<file path="config.mk">
export PLATFORM = sky130hd
export DESIGN_NAME = wdog_keyed
export DESIGN_NICKNAME = d
export VERILOG_FILES = /design/src/rtl/wdog_pkg.sv /design/src/rtl/wdog_pend_flag.sv /design/src/rtl/wdog_key_seq.sv /design/src/rtl/wdog_prescaler.sv /design/src/rtl/wdog_counter.sv /design/src/rtl/wdog_keyed.sv
export SDC_FILE = /design/constraint.sdc
export NUM_CORES = 1
export LEC_CHECK = 0
export BUFFER_PORTS_ARGS = -buffer_cell sky130_fd_sc_hd__buf_2
export CAP_MARGIN = 10
export CORE_UTILIZATION = 35
export CTS_BUF_LIST = sky130_fd_sc_hd__clkbuf_2 sky130_fd_sc_hd__clkbuf_4 sky130_fd_sc_hd__clkbuf_8
export DETAILED_ROUTE_END_ITERATION = 8
export GPL_ROUTABILITY_DRIVEN = 0
export GPL_TIMING_DRIVEN = 0
export HOLD_SLACK_MARGIN = 0.02
export MAX_ROUTING_LAYER = met4
export PLACE_DENSITY_LB_ADDON = 0.3
export SYNTH_ARGS = -nofsm -noshare
export SYNTH_HDL_FRONTEND = slang
export SYNTH_SLANG_ARGS = --single-unit
export TNS_END_PERCENT = 100
</file>
<file path="constraint.sdc">
create_clock -name clk -period 3.5 [get_ports clk]
set_clock_uncertainty 0.1 [all_clocks]
set_input_delay 0.7 -clock clk [delete_from_list [all_inputs] [get_ports clk]]
set_output_delay 0.7 -clock clk [all_outputs]
set_load 0.02 [all_outputs]
</file>
<file path="src/rtl/wdog_pkg.sv">
// Package: shared register addresses, key words and sequencer states for
// the keyed watchdog. Assumes word addressing on a 3-bit address bus.
package wdog_pkg;
    localparam int ADDR_W = 3;

    localparam logic [ADDR_W-1:0] A_CTRL = 3'd0;
    localparam logic [ADDR_W-1:0] A_LOAD = 3'd1;
    localparam logic [ADDR_W-1:0] A_TRIG = 3'd2;
    localparam logic [ADDR_W-1:0] A_KEY  = 3'd3;
    localparam logic [ADDR_W-1:0] A_STAT = 3'd4;

    // indices into the per-register pending vector
    localparam int PI_CTRL = 0;
    localparam int PI_LOAD = 1;
    localparam int PI_TRIG = 2;
    localparam int PI_KEY  = 3;
    localparam int NUM_PEND = 4;

    localparam logic [15:0] KEY_RUN_A  = 16'hBBBB;
    localparam logic [15:0] KEY_RUN_B  = 16'h4444;
    localparam logic [15:0] KEY_HALT_A = 16'hAAAA;
    localparam logic [15:0] KEY_HALT_B = 16'h5555;

    typedef enum logic [1:0] {
        KS_IDLE,
        KS_ARM_RUN,
        KS_ARM_HALT
    } key_state_t;
endpackage

</file>
<file path="src/rtl/wdog_pend_flag.sv">
// Module: wdog_pend_flag
// Models one posted-write pending flag. A set pulse loads a down-counter with
// PEND_CYCLES; busy stays high while the counter is non-zero. Assumes the
// caller only pulses set when busy is low.
module wdog_pend_flag #(
    parameter int PEND_CYCLES = 4
) (
    input  logic clk,
    input  logic rst_n,
    input  logic set,
    output logic busy
);
    localparam int CW = $clog2(PEND_CYCLES + 1);

    logic [CW-1:0] remain;

    // load on an accepted write, otherwise count down to zero
    always_ff @(posedge clk) begin
        if (!rst_n) begin
            remain <= '0;
        end else if (set) begin
            remain <= CW'(PEND_CYCLES);
        end else if (remain != '0) begin
            remain <= remain - 1'b1;
        end
    end

    assign busy = (remain != '0);
endmodule

</file>
<file path="src/rtl/wdog_key_seq.sv">
// Module: wdog_key_seq
// Two-word key sequencer that owns the running state. A first key word arms
// start or stop; the matching second word completes it. Any other word
// returns to idle without touching the running state. Assumes key_wr is
// already qualified by the pending flag.
module wdog_key_seq
    import wdog_pkg::*;
#(
    parameter int DATA_W = 32
) (
    input  logic              clk,
    input  logic              rst_n,
    input  logic              key_wr,
    input  logic [DATA_W-1:0] key_data,
    output logic              running,
    output logic              start_p
);
    localparam logic [DATA_W-1:0] W_RUN_A  = DATA_W'(KEY_RUN_A);
    localparam logic [DATA_W-1:0] W_RUN_B  = DATA_W'(KEY_RUN_B);
    localparam logic [DATA_W-1:0] W_HALT_A = DATA_W'(KEY_HALT_A);
    localparam logic [DATA_W-1:0] W_HALT_B = DATA_W'(KEY_HALT_B);

    key_state_t state, state_nx;
    logic       stop_p;

    // next-state and completion pulses of the key handshake
    always_comb begin
        state_nx = state;
        start_p  = 1'b0;
        stop_p   = 1'b0;
        if (key_wr) begin
            state_nx = KS_IDLE;
            unique case (state)
                KS_IDLE: begin
                    if (key_data == W_RUN_A)       state_nx = KS_ARM_RUN;
                    else if (key_data == W_HALT_A) state_nx = KS_ARM_HALT;
                end
                KS_ARM_RUN:  start_p = (key_data == W_RUN_B);
                KS_ARM_HALT: stop_p  = (key_data == W_HALT_B);
                default:     state_nx = KS_IDLE;
            endcase
        end
    end

    // state and running flag registers
    always_ff @(posedge clk) begin
        if (!rst_n) begin
            state   <= KS_IDLE;
            running <= 1'b0;
        end else begin
            state <= state_nx;
            if (start_p)     running <= 1'b1;
            else if (stop_p) running <= 1'b0;
        end
    end
endmodule

</file>
<file path="src/rtl/wdog_prescaler.sv">
// Module: wdog_prescaler
// Produces the count tick. Disabled: one tick per cycle while running.
// Enabled: one tick every 2^ptv cycles, phase restarted by restart.
// Assumes ptv is only changed while stopped.
module wdog_prescaler #(
    parameter int PTV_W = 3
) (
    input  logic             clk,
    input  logic             rst_n,
    input  logic             run,
    input  logic             restart,
    input  logic             pen,
    input  logic [PTV_W-1:0] ptv,
    output logic             tick
);
    localparam int PRE_W = (1 << PTV_W) - 1;

    logic [PRE_W-1:0] phase;
    logic [PRE_W-1:0] limit;

    // terminal phase value for the selected exponent
    always_comb begin
        limit = ({{(PRE_W-1){1'b0}}, 1'b1} << ptv) - 1'b1;
        tick  = run && (!pen || (phase == limit));
    end

    // divide counter, cleared on restart, when stopped or on each tick
    always_ff @(posedge clk) begin
        if (!rst_n) begin
            phase <= '0;
        end else if (restart || !run || !pen || tick) begin
            phase <= '0;
        end else begin
            phase <= phase + 1'b1;
        end
    end
endmodule

</file>
<file path="src/rtl/wdog_counter.sv">
// Module: wdog_counter
// Up-counter with overflow detection. reload copies load_val into the count;
// a tick at all-ones pulses overflow for one cycle and reloads. Assumes tick
// is low whenever the timer is stopped.
module wdog_counter #(
    parameter int DATA_W = 32
) (
    input  logic              clk,
    input  logic              rst_n,
    input  logic              tick,
    input  logic              reload,
    input  logic [DATA_W-1:0] load_val,
    output logic              overflow
);
    logic [DATA_W-1:0] count;

    // count, reload and overflow pulse
    always_ff @(posedge clk) begin
        if (!rst_n) begin
            count    <= '0;
            overflow <= 1'b0;
        end else begin
            overflow <= 1'b0;
            if (reload) begin
                count <= load_val;
            end else if (tick) begin
                if (count == {DATA_W{1'b1}}) begin
                    count    <= load_val;
                    overflow <= 1'b1;
                end else begin
                    count <= count + 1'b1;
                end
            end
        end
    end
endmodule

</file>
<file path="src/rtl/wdog_keyed.sv">
// Module: wdog_keyed (top)
// Register-mapped watchdog: control, load, trigger, key and pending status.
// Holds the bus decode, the register storage and the read mux, and places one
// pending flag per writable register, the key sequencer, the prescaler and the
// counter. Assumes at most one bus write per cycle.
module wdog_keyed
    import wdog_pkg::*;
#(
    parameter int DATA_W      = 32,
    parameter int PEND_CYCLES = 4,
    parameter int PTV_W       = 3
) (
    input  logic              clk,
    input  logic              rst_n,
    input  logic [ADDR_W-1:0] bus_addr,
    input  logic [DATA_W-1:0] bus_wdata,
    input  logic              bus_we,
    output logic [DATA_W-1:0] bus_rdata,
    output logic              reset_req
);
    localparam int PTV_LSB = 2;
    localparam int PEN_BIT = PTV_LSB + PTV_W;

    logic [NUM_PEND-1:0] wr_sel;
    logic [NUM_PEND-1:0] accept;
    logic [NUM_PEND-1:0] busy;
    logic                ctrl_pen;
    logic [PTV_W-1:0]    ctrl_ptv;
    logic [DATA_W-1:0]   load_q;
    logic [DATA_W-1:0]   trig_q;
    logic                running;
    logic                start_p;
    logic                trig_reload;
    logic                tick;

    // write address decode per writable register
    always_comb begin
        wr_sel          = '0;
        wr_sel[PI_CTRL] = bus_we && (bus_addr == A_CTRL);
        wr_sel[PI_LOAD] = bus_we && (bus_addr == A_LOAD);
        wr_sel[PI_TRIG] = bus_we && (bus_addr == A_TRIG);
        wr_sel[PI_KEY]  = bus_we && (bus_addr == A_KEY);
    end

    // one posted-write flag per register; a write while busy is dropped
    for (genvar gi = 0; gi < NUM_PEND; gi++) begin : g_pend
        assign accept[gi] = wr_sel[gi] && !busy[gi];
        wdog_pend_flag #(.PEND_CYCLES(PEND_CYCLES)) u_pend (
            .clk  (clk),
            .rst_n(rst_n),
            .set  (accept[gi]),
            .busy (busy[gi])
        );
    end

    assign trig_reload = accept[PI_TRIG] && (bus_wdata != trig_q);

    // configuration registers, frozen while the counter runs
    always_ff @(posedge clk) begin
        if (!rst_n) begin
            ctrl_pen <= 1'b0;
            ctrl_ptv <= '0;
            load_q   <= '0;
        end else if (!running) begin
            if (accept[PI_CTRL]) begin
                ctrl_pen <= bus_wdata[PEN_BIT];
                ctrl_ptv <= bus_wdata[PEN_BIT-1:PTV_LSB];
            end
            if (accept[PI_LOAD]) begin
                load_q <= bus_wdata;
            end
        end
    end

    // last trigger pattern written
    always_ff @(posedge clk) begin
        if (!rst_n) begin
            trig_q <= '0;
        end else if (accept[PI_TRIG]) begin
            trig_q <= bus_wdata;
        end
    end

    wdog_key_seq #(.DATA_W(DATA_W)) u_keys (
        .clk     (clk),
        .rst_n   (rst_n),
        .key_wr  (accept[PI_KEY]),
        .key_data(bus_wdata),
        .running (running),
        .start_p (start_p)
    );

    wdog_prescaler #(.PTV_W(PTV_W)) u_pre (
        .clk    (clk),
        .rst_n  (rst_n),
        .run    (running),
        .restart(start_p),
        .pen    (ctrl_pen),
        .ptv    (ctrl_ptv),
        .tick   (tick)
    );

    wdog_counter #(.DATA_W(DATA_W)) u_cnt (
        .clk     (clk),
        .rst_n   (rst_n),
        .tick    (tick),
        .reload  (start_p || trig_reload),
        .load_val(load_q),
        .overflow(reset_req)
    );

    // read mux
    always_comb begin
        bus_rdata = '0;
        unique case (bus_addr)
            A_CTRL: begin
                bus_rdata[PEN_BIT]               = ctrl_pen;
                bus_rdata[PEN_BIT-1:PTV_LSB]     = ctrl_ptv;
            end
            A_LOAD: bus_rdata = load_q;
            A_TRIG: bus_rdata = trig_q;
            A_STAT: begin
                bus_rdata[0] = busy[PI_CTRL];
                bus_rdata[2] = busy[PI_LOAD];
                bus_rdata[3] = busy[PI_TRIG];
                bus_rdata[4] = busy[PI_KEY];
            end
            default: bus_rdata = '0;
        endcase
    end
endmodule

</file>
==> results_dict.tcl <==
set metrics [dict create \
    grt_max_degree 17 \
    final_area_mm2 0.00778 \
    synthArstFlopShare 0 \
    wl_per_cell_um 19.6 \
    drive_gt1_frac 0.162 \
    fin_ws_ns 0.109 \
    grt_pass1_wl_mm 35.4 \
    yosysWarnings 0 \
    synthesis.area_mm2 0.00671 \
    synth_seq_cells 123 \
    area_growth_pct 15.9 \
    use_met3 0.0403 \
    drt_wl_total_mm 23.3 \
    period_share 0.969 \
    dieArea_mm2 0.0197 \
    synth_top_area_cell "dfxtp_1" \
    synth.avg_cell_area_um2 7.85 \
    nNetsFinal 992 \
    numClockSinks 123 \
    p_comb_frac 0.200 \
    row_count 50 \
    critical_path_class "input port to primary output" \
    p_clk_frac 0.352 \
    power_density_mw_per_mm2 448 \
    busiest_layer "met2" \
    cp.required_ns 2.70 \
    tightest_slew_ns 1.01 \
    grt-ovfl-total 0 \
    start_util 0.357 \
    htreeDepth 4 \
    fmax_mhz 295 \
    ios 71 \
    hold-worst-slack_ns 0.368 \
    final_cell_mix "nand2_1 (174), dfxtp_1 (123), a21oi_1 (107)" \
    cp-end-kind "primary output" \
    cap_violations 0 \
    use_met1 0.334 \
    drt_first_pass_iters 5 \
    power.internal_uw 2360 \
    nFillCells 1950 \
    hold_viol_final 0 \
    num_antenna_cells 0 \
    cts_buffer_depth 2 \
    cp.arrival_ns 2.59 \
    hold_buffers 0 \
    numCtsBuffers 17 \
    switching_share 0.322 \
    use_met2 0.364 \
    antenna_left 0 \
    dp_hpwl_mm 17.1 \
    final_common_cell "nand2_1" \
    synth_cell_types 70 \
    clk_latency_ns 0.46 \
    avgViaCountPerCell 5.72 \
    clockRootBuffer "clkbuf_8" \
    gr-usage-all-layers 0.247 \
    peakVddDrop_mv 0.260 \
    rsz0062_at_grt "false" \
    setup_viol 0 \
    antenna_found_initial 0 \
    start_kind "input port" \
    status "finished, final reports clean" \
    synth-edff-count 0 \
    drt-initial-drc-count 670 \
    path_clk_slew_ns 0.07 \
    hp-class "flop to flop" \
    portBuffers 66 \
    place_area_mm2 0.00733 \
    syn-instance-count 854 \
    die_w_um 140 \
    yosysSeqAreaShare 0.367 \
    relSlewSlack 0.320 \
    period_needed_ns 3.39 \
    cts_tree "done" \
    pwr-share-seq 0.448 \
    grt_pass1_vias 6035 \
    switching_power_uw 1120 \
    pre_cts_ws_ns -0.419 \
    ys_top_cells_by_area "dfxtp_1 (37%), nand2_1 (9.8%), a21oi_1 (8.0%)" \
    slew_violations 0 \
    core_mm2 0.0188 \
    die_h_um 140 \
    netlist.area_leader.share 0.367 \
    synthFlopType "dfxtp_1" \
    drc 0 \
    p_leak_uw 0.00292 \
    path_max_fanout 10 \
    num_vias 6809 \
    synthesis.nets 903 \
]
-- critical path: stages --
cell	delay, ns
buf_2	0.10
clkbuf_1	0.20
nor3_2	0.47
clkbuf_1	0.62
a22oi_1	0.18
o21ai_0	0.12
buf_2	0.19
-- worst paths after layout --
| kind | start | end | slack (ns) | cells past startpoint |
|---|---|---|---|---|
| worst max register to register | ctrl_ptv[0] | u_cnt.count[17] | 0.11 | 12 |
| worst min-delay path | g_pend[2].u_pend.remain[0] | g_pend[2].u_pend.remain[0] | 0.37 | 2 |
| worst min register to register | g_pend[2].u_pend.remain[0] | g_pend[2].u_pend.remain[0] | 0.37 | 2 |
| worst max-delay path | bus_addr[1] | bus_rdata[2] | 0.11 | 7 |
-- per-layer routing --
metal  part of all wire  vias to the layer above
met2               0.44                      309
met3              0.074                       44
met4              0.032                        0
met1               0.46                     3209
li1                   -                     3247
met5                  0                        -
-- kinds of logic after synthesis --
family,after synthesis,share of synthesized area
and+or+nand+nor,368,0.265
muxes,17,0.0256
AOI/OAI and AO/OA,219,0.219
adders and majority gates,11,0.0205
xor gates and xnor gates,44,0.0575
buffers and inverters,72,0.0455
DFF,123,0.367
-- state kept, by name, summed over array words and instances (netlist names) --
signal,cells
ctrl_pen,1
ctrl_ptv,3
g_pend.u_pend.remain,12
load_q,32
trig_q,32
u_cnt.count,32
u_cnt.overflow,1
u_keys.running,1
u_keys.state,2
u_pre.phase,7
-- area by class of cell --
cell class	instances	area, um2	share of cell area
well taps	234	293	0.0376
inverters	16	60.1	0.00772
clock inverters	11	95.1	0.0122
flip-flops and latches	123	2460	0.317
multi-input cells	659	3970	0.510
clock buffers	21	283	0.0364
repair buffers	71	368	0.0473
plain buffers	55	251	0.0323
-- Yosys cell counts, types with 5 or more instances --
| library cell | number |
|---|---|
| nand3_1 | 30 |
| o21ai_0 | 12 |
| inv_1 | 15 |
| ha_1 | 11 |
| o22ai_1 | 15 |
| xnor2_1 | 9 |
| clkbuf_1 | 40 |
| or2_2 | 5 |
| dfxtp_1 | 123 |
| mux2i_1 | 16 |
| a22o_1 | 27 |
| nor3_1 | 15 |
| nor2b_1 | 11 |
| and4_1 | 5 |
| nor4_1 | 28 |
| o221a_2 | 5 |
| a21oi_1 | 107 |
| o21a_1 | 6 |
| buf_2 | 10 |
| nand4_1 | 15 |
| and3_1 | 12 |
| o211ai_1 | 5 |
| a31oi_1 | 6 |
| nand2_1 | 175 |
| nor2_1 | 41 |
| a211oi_1 | 6 |
| xor2_1 | 35 |
-- stage by stage --
step	power [uW]	std cells	TNS, ns	util
final	3490	1190	0	0.414
after CTS	3490	1189	0	0.413
after floorplan	2060	854	0	-
after detailed placement	2270	1154	-9.39	0.391
after global placement	2260	1154	-9.94	0.391
after global routing	3650	1190	0	0.414
-- timing repair --
item                                   CTS  global route
gates resized for setup                  5             9
pin swaps                                1             4
setup endpoints to repair               42            40
setup buffers                            3             2
endpoints found under the hold margin    0             0
-- power groups by stage --
| stage | sequential (uW) | clock [uW] | combinational [uW] |
|---|---|---|---|
| floorplan | 1570 | 0 | 485 |
| global placement | 1590 | 0 | 670 |
| detailed placement | 1590 | 0 | 678 |
| CTS | 1560 | 1240 | 686 |
| global route | 1570 | 1310 | 763 |
| finish | 1560 | 1230 | 697 |
Note: power is estimated with default switching activity, not from simulation.
